<file path="src/rtl/sync_pin_ctrl.sv">
module sync_pin_ctrl #(
  parameter int CNT_W  = 12,
  parameter int LINE_W = 11
) (
  input  logic              clk,
  input  logic              rst_n,
  input  logic              cfg_hs_dir,
  input  logic              cfg_vs_dir,
  input  logic              cfg_fs_dir,
  input  logic              cfg_hs_pol,
  input  logic              cfg_vs_pol,
  input  logic              cfg_fs_pol,
  input  logic              cfg_fs_en,
  input  logic              cfg_h_sel_fs,
  input  logic              cfg_v_sel_fs,
  input  logic [CNT_W-1:0]  cfg_line_len,
  input  logic [LINE_W-1:0] cfg_field_lines,
  input  logic [CNT_W-1:0]  cfg_pulse_w,
  input  logic [CNT_W-1:0]  cfg_in_delay,
  input  logic              hs_pad_i,
  input  logic              vs_pad_i,
  input  logic              fs_pad_i,
  input  logic              data_req,
  output logic              hs_pad_o,
  output logic              hs_pad_oe,
  output logic              vs_pad_o,
  output logic              vs_pad_oe,
  output logic              fs_pad_o,
  output logic              fs_pad_oe,
  output logic              line_start,
  output logic              field_start,
  output logic              first_pixel
);

  logic [2:0] pin_pol, meta, stab, late, edge_hit;
  logic [CNT_W-1:0]  hcnt, dly_cnt;
  logic [LINE_W-1:0] vcnt;
  logic h_last, v_last, h_fs, v_fs, h_drv, v_drv;
  logic dreq_q, dly_busy, req_rise;

  assign pin_pol  = {cfg_fs_pol, cfg_vs_pol, cfg_hs_pol};
  assign edge_hit = (stab ^ pin_pol) & ~(late ^ pin_pol);

  always_ff @(posedge clk) begin
    if (!rst_n) begin
      meta <= '0;
      stab <= '0;
      late <= '0;
    end else begin
      meta <= {fs_pad_i, vs_pad_i, hs_pad_i};
      stab <= meta;
      late <= stab;
    end
  end

  assign h_last = ({1'b0, hcnt} + 1'b1) >= {1'b0, cfg_line_len};
  assign v_last = ({1'b0, vcnt} + 1'b1) >= {1'b0, cfg_field_lines};

  always_ff @(posedge clk) begin
    if (!rst_n) begin
      hcnt <= '0;
      vcnt <= '0;
    end else if (h_last) begin
      hcnt <= '0;
      vcnt <= v_last ? '0 : vcnt + 1'b1;
    end else begin
      hcnt <= hcnt + 1'b1;
    end
  end

  assign hs_pad_o  = (hcnt < cfg_pulse_w) ^ cfg_hs_pol;
  assign vs_pad_o  = (vcnt == '0) ^ cfg_vs_pol;
  assign fs_pad_o  = ((vcnt == '0) && (hcnt < cfg_pulse_w)) ^ cfg_fs_pol;
  assign hs_pad_oe = cfg_hs_dir;
  assign vs_pad_oe = cfg_vs_dir;
  assign fs_pad_oe = cfg_fs_dir;

  assign h_fs  = cfg_fs_en & cfg_h_sel_fs;
  assign v_fs  = cfg_fs_en & cfg_v_sel_fs;
  assign h_drv = h_fs ? cfg_fs_dir : cfg_hs_dir;
  assign v_drv = v_fs ? cfg_fs_dir : cfg_vs_dir;

  assign line_start  = h_drv ? (hcnt == '0)
                             : (h_fs ? edge_hit[2] : edge_hit[0]);
  assign field_start = v_drv ? ((hcnt == '0) && (vcnt == '0))
                             : (v_fs ? edge_hit[2] : edge_hit[1]);

  assign req_rise = data_req & ~dreq_q;

  always_ff @(posedge clk) begin
    if (!rst_n) begin
      dreq_q   <= 1'b0;
      dly_busy <= 1'b0;
      dly_cnt  <= '0;
    end else begin
      dreq_q <= data_req;
      if (req_rise) begin
        dly_cnt  <= cfg_in_delay;
        dly_busy <= cfg_in_delay != '0;
      end else if (dly_busy) begin
        dly_cnt <= dly_cnt - 1'b1;
        if (dly_cnt == CNT_W'(1)) dly_busy <= 1'b0;
      end
    end
  end

  assign first_pixel = (req_rise && cfg_in_delay == '0) ||
                       (!req_rise && dly_busy && dly_cnt == CNT_W'(1));

endmodule

</file>
<file path="config.mk">
export PLATFORM = sky130hd
export DESIGN_NAME = sync_pin_ctrl
export DESIGN_NICKNAME = d
export VERILOG_FILES = /design/src/rtl/sync_pin_ctrl.sv
export SDC_FILE = /design/constraint.sdc
export NUM_CORES = 1
export LEC_CHECK = 0
export BUFFER_PORTS_ARGS = -buffer_cell sky130_fd_sc_hd__buf_2
export CAP_MARGIN = 10
export CORE_MARGIN = 1
export CORE_UTILIZATION = 35
export CTS_BUF_LIST = sky130_fd_sc_hd__clkbuf_4
export DETAILED_ROUTE_END_ITERATION = 6
export PLACE_DENSITY = 0.65
export SYNTH_ARGS = -nofsm -noshare
export SYNTH_HDL_FRONTEND = slang
export SYNTH_SLANG_ARGS = --single-unit
</file>
<file path="constraint.sdc">
create_clock -name clk -period 2.55 [get_ports clk]
set_input_delay 0 -clock clk [delete_from_list [all_inputs] [get_ports clk]]
set_output_delay 0 -clock clk [all_outputs]
set_load 0.005 [all_outputs]
</file>
==> results of run 1 <==
metal layers:
layer | up-vias | share of wire, % | track usage [%]
met5 | - | 0 | 0
met2 | 54 | 52 | 31.9
met4 | 0 | 0.87 | 3.15
met1 | 1441 | 44 | 19.5
met3 | 6 | 3.2 | 2.66
li1 | 1593 | - | -
flip-flops by register name, summed over array words and instances, names as in the netlist:
signal	count
late	3
dly_busy	1
hcnt	12
stab	3
vcnt	11
dly_cnt	12
dreq_q	1
meta	3
critical path, cell delays in order (launching register included):
cell	delay, ns
dfxtp_2	0.40
and3_4	0.22
nand3_4	0.09
nor3_4	0.15
xnor2_2	0.15
inv_2	0.07
ha_4	0.21
a21o_1	0.18
a21oi_2	0.14
o21ai_2	0.08
a41oi_4	0.26
or4b_1	0.46
o221ai_1	0.08
kinds of logic (layout without fill, tap and decap cells):
group,after synthesis,in the layout,synth area share (%)
AO/OA/AOI/OAI,63,63,14.2
XOR/XNOR,29,29,7.94
adder cells (fa/ha/maj),40,40,15.6
buffers and inverters,66,190,8.17
flip-flops,46,46,28.8
multiplexers,4,4,1.25
AND/OR/NAND/NOR,139,139,24.0
Yosys cell counts, types with 2 or more instances:
master / number
dfxtp_1: 46
mux2i_1: 4
nor3b_1: 4
and4_1: 3
xnor2_1: 24
buf_2: 2
a21o_1: 5
a21boi_0: 2
nor2_1: 13
nor4_1: 10
nand2_1: 29
and3b_1: 2
nor2b_1: 12
o22ai_1: 7
a21oi_1: 16
ha_1: 40
o221ai_1: 4
nor3_1: 8
o211a_1: 7
o21ai_0: 11
and3_1: 7
nand4_1: 10
clkbuf_1: 9
nand2b_1: 5
and2_1: 11
nand3_1: 18
xor2_1: 5
buf_4: 3
inv_1: 52
final timing paths:
kind | startpoint | to
hold / removal | rst_n | dly_busy$_SDFF_PN0_
hold reg to reg | meta[2]$_SDFF_PN0_ | stab[2]$_SDFF_PN0_
setup / recovery | vcnt[2]$_SDFFE_PN0P_ | vcnt[6]$_SDFFE_PN0P_
setup reg to reg | vcnt[2]$_SDFFE_PN0P_ | vcnt[6]$_SDFFE_PN0P_
cell type report:
cell class,count,area (um2)
clock buffer,5,37.5
clock inverter,2,10.0
fill,840,4330
inverter,52,195
multi-input combinational,275,2290
sequential,46,940
tap,108,135
timing repair buffer,131,868
timing repair:
item,4_1_cts,5_1_grt
hold buffers,16,0
endpoints found under the setup margin,11,12
setup buffers,5,6
pin swaps,7,20
hold endpoints to repair,17,0
resized for setup,17,39
power by group:
part	switching, mW	internal (mW)
combinational	0.148	0.168
clock	0.234	0.0997
sequential	0.0278	0.748
total	0.409	1.02
per-stage QoR:
stage | utilization, % | power, mW | hold WS, ns | area, um2 | setup TNS (ns)
final | 50.9 | 1.42 | 0.0206 | 4480 | -0.00564
after CTS | 48.1 | 1.43 | 0.00428 | 4240 | 0
after floorplan | - | 0.956 | 0.0554 | 3250 | 0
after global routing | 50.9 | 1.52 | 0.0258 | 4480 | -0.446
after detailed placement | 44.6 | 1.07 | 0.179 | 3930 | -0.343
after global placement | 44.6 | 1.06 | 0.183 | 3930 | 0
==> results.cfg, run 1 <==
[power]
powerDensity_nw_per_um2 = 318
p_leak_nw = 2.22
peakVddDrop_uv = 204

[sta]
finalHoldViolCount = 0
finalMaxSlewViolations = 0
setup_viol = 1
finalCriticalPeriod_ns = 2.56
rsz0062_at_grt = yes
finClkSkew_ns = 0.0114
worst_pin_slew_ns = 0.773
fmax_mhz = 391
fin_crit_sh_pct = 100
slew_headroom_pct = 48.5
fin_ws_ns = -0.00564

[yosys]
yosysUniqueCellTypes = 47
yosys_warnings = 0
synth_fp_nets = 489
yosysSeqAreaShare_pct = 28.8
ys.flop_type = dfxtp_1
avgSynthCellArea_um2 = 8.27
syn-instance-count = 387
ys_ff_latch = 46
synth_edf_count = 0
synth_top_area_cell = dfxtp_1
synth_area_leaders = dfxtp_1 29%, ha_1 16%, xnor2_1 6.6%, inv_1 6.1%, nand2_1 3.4%
async_reset_ff_share_pct = 0
synth_top_area_share_pct = 28.8
synth_area_um2 = 3200

[cts]
cts_buffers = 5
clk_pin_slew_ns = 0.14
cts_root_buffer = clkbuf_4
cts_tree = yes
cts_max_level = 2
cts_sinks = 46
clock_path_buffers = 2
clk_latency_ns = 0.36

[cells_and_area]
layout.cells.most_common = buf_2
nets = 613
drive_gt1_share_pct = 34.2
antenna_cells = 0
fin_cells = 619
syn2layout_area_growth_pct = 40.0
layout_common_cells = 70 x buf_2, 50 x inv_1, 42 x buf_4

[worst_setup_path]
reg2reg_slack_ns = -0.006
cp-end-kind = register
r2r_cells = 12
critical_path.max_fanout = 4
cp.arrival_ns = 2.85
crit_type = reg -> reg
start_kind = register
critPathRequiredTime_ns = 2.85

[global_routing]
grt_pass1_wl_um = 13100
grt_max_degree = 25
grt_pass1_vias = 3039
groute.usage.overall_pct = 16.7
antenna_found_initial = 0
overflow = 0

[detailed_routing]
num_vias = 3094
viasPerCell = 5.00
wirelength_um = 8040
drt_iter0_markers = 76
drc = 13
avgRoutedWirePerCell_um = 13.0
antenna_left = 0
first_pass_iters = 7

[placement]
pre_cts_slack_ns = -0.102
place_congestion = 0.816
place_inst = 585
dpl.hpwl_um = 6020
io_buffer_count = 70

[job]
cap_viol_max_count = 0

[die]
start_util_pct = 36.3
ioPinCount = 71
die_y_um = 97.6
core_um2 = 8810
die_area_um2 = 9530
row_count = 34
die_x_um = 97.6

[hold_path]
min_path_type = in -> reg
holdPathStages = 3

[run_status]
status = finished, violations left
violations = DRC, setup timing
No activity file was read; power rests on OpenSTA's default activity.
==> run 2, diff against run 1 <==
--- a/config.mk
+++ b/config.mk
@@ -8,10 +8,11 @@
 export BUFFER_PORTS_ARGS = -buffer_cell sky130_fd_sc_hd__buf_2
 export CAP_MARGIN = 10
 export CORE_MARGIN = 1
-export CORE_UTILIZATION = 35
+export CORE_UTILIZATION = 40
 export CTS_BUF_LIST = sky130_fd_sc_hd__clkbuf_4
 export DETAILED_ROUTE_END_ITERATION = 6
-export PLACE_DENSITY = 0.65
+export PLACE_DENSITY = 0.71
 export SYNTH_ARGS = -nofsm -noshare
 export SYNTH_HDL_FRONTEND = slang
 export SYNTH_SLANG_ARGS = --single-unit
+export TNS_END_PERCENT = 10
==> results.cfg, run 2 (synthesis results as in run 1) <==
[run_status]
status = finished, final reports clean

[global_routing]
grtUsageMet1_pct = 21.7
grt_max_degree = 25
grt_pass1_wl_um = 12700
groute.usage.overall_pct = 18.8
busiest_layer = met2
overflow = 0
grtUsageMet3_pct = 3.52
gr-usage-met2_pct = 34.7
grt_pass1_vias = 2965
antenna_found_initial = 0

[hold_path]
holdPathEnd = vs_pad_oe
min_path_type = in -> out
holdPathStages = 2
hp-start = cfg_vs_dir

[worst_setup_path]
crit_type = reg -> reg
reg2reg_slack_ns = 0.01
critical_path.max_fanout = 6
cp.buffers_inverters = 1
cp_cell_sequence = and3_4, nand3_4, nor3_4, xnor2_2, inv_1, ha_4, a21o_1, a21oi_1, o21ai_1, a41oi_2, or4b_1, o221ai_1
r2r_cells = 12
cp.arrival_ns = 2.83
reg2reg_to = vcnt[6]$_SDFFE_PN0P_
cp_top_family = simple AND/OR/NAND/NOR gates
start_kind = register
slowest_delay_ns = 0.44
critPathRequiredTime_ns = 2.84
r2r-start = vcnt[0]$_SDFFE_PN0P_
slowest_stage = or4b_1
cp-end-kind = register

[placement]
io_buffer_count = 70
dpl.hpwl_um = 5820
placed_area_um2 = 3850
place_inst = 572
place_congestion = 0.935
pre_cts_slack_ns = -0.0671

[sta]
finClkSkew_ns = 0.00937
fmax_mhz = 394
finalHoldViolCount = 0
finalMaxSlewViolations = 0
slew_headroom_pct = 45.7
rsz0062_at_grt = yes
setup_viol = 0
worst_pin_slew_ns = 0.815
tns_ns = 0
fin_ws_ns = 0.0124
holdWs_ns = 0.185
fin_crit_sh_pct = 99.5
finalCriticalPeriod_ns = 2.54

[power]
clock_power_share_pct = 25.2
power.share.switching_pct = 29.4
p_seq_share_pct = 53.8
powerDensity_nw_per_um2 = 339
p_sw_mw = 0.424
power_frac_comb_pct = 21.0
peakVddDrop_uv = 182
internal-power_mw = 1.02
p_leak_nw = 2.12
total_power_mw = 1.44

[cts]
clock_path_buffers = 2
cts_sinks = 46
cts_root_buffer = clkbuf_4
cts_tree = yes
cts_max_level = 2
clk_latency_ns = 0.37
cts_buffers = 5
clk_pin_slew_ns = 0.14

[cells_and_area]
final_design_area_no_fill_um2 = 4250
biggestRegsByFlops = dly_cnt x12, hcnt x12, vcnt x11
layout_common_cells = 70 x buf_2, 52 x inv_1, 38 x dfxtp_1
drive_gt1_share_pct = 27.9
antenna_cells = 0
layout.cells.most_common = buf_2
syn2layout_area_growth_pct = 32.8
fin_cells = 603
nets = 602
final_util_pct = 55.0

[die]
die_y_um = 91.5
core_um2 = 7730
start_util_pct = 41.4
die_area_um2 = 8360
ioPinCount = 71
row_count = 32
die_x_um = 91.5

[detailed_routing]
viasPerCell = 5.08
avgRoutedWirePerCell_um = 12.8
wirelength_um = 7690
drt_iter0_markers = 61
num_vias = 3065
antenna_left = 0
first_pass_iters = 6
drc = 0

[job]
cap_viol_max_count = 0
-- run 2: area by class of cell --
| class | instances | area (um2) |
|---|---|---|
| fill | 712 | 3480 |
| multi-input combinational | 275 | 2150 |
| sequential | 46 | 933 |
| timing repair buffer | 120 | 782 |
| inverter | 52 | 195 |
| tap | 102 | 128 |
| clock buffer | 5 | 37.5 |
| clock inverter | 3 | 21.3 |
-- run 2: what timing repair did --
action,4_1_cts,5_1_grt
hold buffers,21,0
endpoints found under the hold margin,22,0
gates resized for setup,17,13
endpoints found under the setup margin,10,12
setup buffers,0,2
pin swaps,11,2
-- run 2: worst max path at each step --
stage                         start                    to  slack, ns  cells past startpoint
6_report       vcnt[0]$_SDFFE_PN0P_  vcnt[6]$_SDFFE_PN0P_       0.01                     12
5_1_grt        vcnt[0]$_SDFFE_PN0P_  vcnt[6]$_SDFFE_PN0P_      -0.14                     12
4_1_cts        vcnt[5]$_SDFFE_PN0P_  vcnt[6]$_SDFFE_PN0P_      0.005                     12
3_5_place_dp     hcnt[3]$_SDFF_PP0_  vcnt[6]$_SDFFE_PN0P_      -0.07                     11
2_1_floorplan  vcnt[2]$_SDFFE_PN0P_  vcnt[6]$_SDFFE_PN0P_      0.008                     13
3_3_place_gp   vcnt[0]$_SDFFE_PN0P_  vcnt[6]$_SDFFE_PN0P_       0.01                     12
-- run 2: layer usage --
| metal | vias up | wire (um) |
|---|---|---|
| met2 | 60 | 3880 |
| li1 | 1576 | - |
| met4 | 0 | 104 |
| met1 | 1418 | 3430 |
| met5 | - | 0 |
| met3 | 11 | 275 |
-- run 2: power groups by stage --
stage,combinational (mW),clock (mW),sequential (mW)
2_1_floorplan,0.170,0,0.786
3_3_place_gp,0.267,0,0.788
3_5_place_dp,0.274,0,0.789
4_1_cts,0.302,0.385,0.775
5_1_grt,0.343,0.413,0.782
6_report,0.303,0.363,0.776
==> run 3, diff against run 2 <==
--- a/config.mk
+++ b/config.mk
@@ -7,11 +7,13 @@
 export LEC_CHECK = 0
 export BUFFER_PORTS_ARGS = -buffer_cell sky130_fd_sc_hd__buf_2
 export CAP_MARGIN = 10
+export CORE_ASPECT_RATIO = 1.25
 export CORE_MARGIN = 1
 export CORE_UTILIZATION = 40
 export CTS_BUF_LIST = sky130_fd_sc_hd__clkbuf_4
 export DETAILED_ROUTE_END_ITERATION = 6
 export PLACE_DENSITY = 0.71
+export SETUP_SLACK_MARGIN = 0.05
 export SYNTH_ARGS = -nofsm -noshare
 export SYNTH_HDL_FRONTEND = slang
 export SYNTH_SLANG_ARGS = --single-unit
==> constraint.sdc (replaced) <==
create_clock -name clk -period 2.55 [get_ports clk]
set_input_delay 0 -clock clk [delete_from_list [all_inputs] [get_ports clk]]
set_output_delay 0 -clock clk [all_outputs]
set_load 0.02 [all_outputs]
==> results.cfg, run 3 (synthesis results as in run 1) <==
[cells_and_area]
biggestRegsByFlops = dly_cnt x12, hcnt x12, vcnt x11
nFillCells = 711
layout_common_cells = 70 x buf_2, 52 x inv_1, 37 x ha_1
drive_gt1_share_pct = 30.5
layout.cells.most_common = buf_2
antenna_cells = 0
nets = 606
syn2layout_area_growth_pct = 35.4

[job]
cap_viol_max_count = 0

[sta]
tns_ns = -0.00864
finClkSkew_ns = 0.00443
rsz0062_at_grt = yes
fin_crit_sh_pct = 100
setup_viol = 1
fin_ws_ns = -0.00864
worst_pin_slew_ns = 0.791
finalCriticalPeriod_ns = 2.56
holdWs_ns = 0.0777
finalMaxSlewViolations = 0
slew_headroom_pct = 47.2
finalHoldViolCount = 0
fmax_mhz = 391

[die]
ioPinCount = 71
row_count = 36
die_y_um = 102
die_x_um = 82.0
core_um2 = 7790
die_area_um2 = 8370
start_util_pct = 41.1

[power]
p_leak_nw = 2.17
clock_power_share_pct = 29.5
p_seq_share_pct = 50.1
internal-power_mw = 1.14
peakVddDrop_uv = 205
p_sw_mw = 0.406
power_frac_comb_pct = 20.4
powerDensity_nw_per_um2 = 356
power.share.switching_pct = 26.3

[cts]
cts_buffers = 5
cts_root_buffer = clkbuf_4
cts_sinks = 46
clock_path_buffers = 2
cts_tree = yes
clk_pin_slew_ns = 0.13
clk_latency_ns = 0.35
cts_max_level = 2

[global_routing]
antenna_found_initial = 0
grt_max_degree = 28
grt_pass1_vias = 2963
overflow = 0
grt_pass1_wl_um = 12200
groute.usage.overall_pct = 18.5

[worst_setup_path]
start_kind = register
endpoint = vcnt[6]$_SDFFE_PN0P_
crit_type = reg -> reg
r2r_cells = 11
reg2reg_to = vcnt[6]$_SDFFE_PN0P_
critical_path.max_fanout = 5
critPathLaunch = vcnt[0]$_SDFFE_PN0P_
reg2reg_slack_ns = -0.009
r2r-start = vcnt[0]$_SDFFE_PN0P_
cp-end-kind = register
cp.arrival_ns = 2.84
critPathRequiredTime_ns = 2.83

[run_status]
violations = setup timing
status = finished, violations left

[detailed_routing]
antenna_left = 0
num_vias = 3091
viasPerCell = 5.15
first_pass_iters = 4
wirelength_um = 7630
avgRoutedWirePerCell_um = 12.7
drc = 0
drt_iter0_markers = 71

[placement]
dpl.hpwl_um = 5810
io_buffer_count = 70
place_congestion = 0.911

[hold_path]
min_path_type = in -> reg
## run 3: cell type report
class	instances	area, um2	share of cell area, %
inverter	52	195	4.50
multi-input combinational	275	2190	50.4
tap	95	119	2.74
clock buffer	7	52.6	1.21
sequential	46	941	21.7
timing repair buffer	124	811	18.7
clock inverter	1	30.0	0.693
## run 3: per-layer routing
| metal | up-vias | part of all wire [%] | global-route usage, % |
|---|---|---|---|
| met5 | - | 0 | 0 |
| met3 | 21 | 3.5 | 2.59 |
| met2 | 67 | 53 | 36.5 |
| li1 | 1582 | - | - |
| met4 | 0 | 2.9 | 6.88 |
| met1 | 1421 | 41 | 19.2 |
## run 3: power by group through the flow
stage                     registers [mW]  logic, mW  clock network (mW)
after detailed placement           0.791      0.286                   0
after global placement             0.788      0.277                   0
after global routing               0.779      0.357               0.507
after CTS                          0.775      0.309               0.474
after floorplan                    0.786      0.181                   0
final                              0.774      0.316               0.456
## run 3: what timing repair did
item	CTS	global route
setup buffers	3	5
hold buffers	15	1
gates resized for setup	28	14
pin swaps	12	7
endpoints found under the setup margin	14	24
hold endpoints to repair	16	1
## run 3: worst min-delay path by stage
stage	startpoint	to	slack, ns	depth (start not counted)
after floorplan	cfg_fs_dir	fs_pad_oe	0.11	1
after detailed placement	hs_pad_i	meta[0]$_SDFF_PN0_	0.22	2
after CTS	cfg_in_delay[9]	dly_cnt[9]$_SDFFE_PN0P_	0.002	3
final	rst_n	dly_busy$_SDFF_PN0_	0.08	3
after global routing	rst_n	dly_busy$_SDFF_PN0_	0.09	3
after global placement	hs_pad_i	meta[0]$_SDFF_PN0_	0.21	2
## run 3: through the flow
| stage | std cells | setup WS [ns] | cell area [um2] | util (%) | total power [mW] |
|---|---|---|---|---|---|
| 5_1_grt | 600 | -0.168 | 4330 | 55.6 | 1.64 |
| 6_report | 600 | -0.00864 | 4330 | 55.6 | 1.55 |
| 3_5_place_dp | 568 | -0.162 | 3870 | 49.7 | 1.08 |
| 4_1_cts | 594 | -0.0178 | 4220 | 54.2 | 1.56 |
| 2_1_floorplan | 387 | 0.0255 | 3250 | - | 0.967 |
| 3_3_place_gp | 568 | -0.0313 | 3870 | 49.7 | 1.07 |
## run 3: critical path, cell delays in order (launching register included)
cell and delay (ns):
dfxtp_4 0.40, nand3_1 0.11, nor3_2 0.21, xnor2_2 0.18, inv_1 0.07, ha_1 0.29
a21o_1 0.19, nand3_1 0.09, o311ai_2 0.11, a41oi_2 0.29, or4b_1 0.45, o221ai_1 0.08
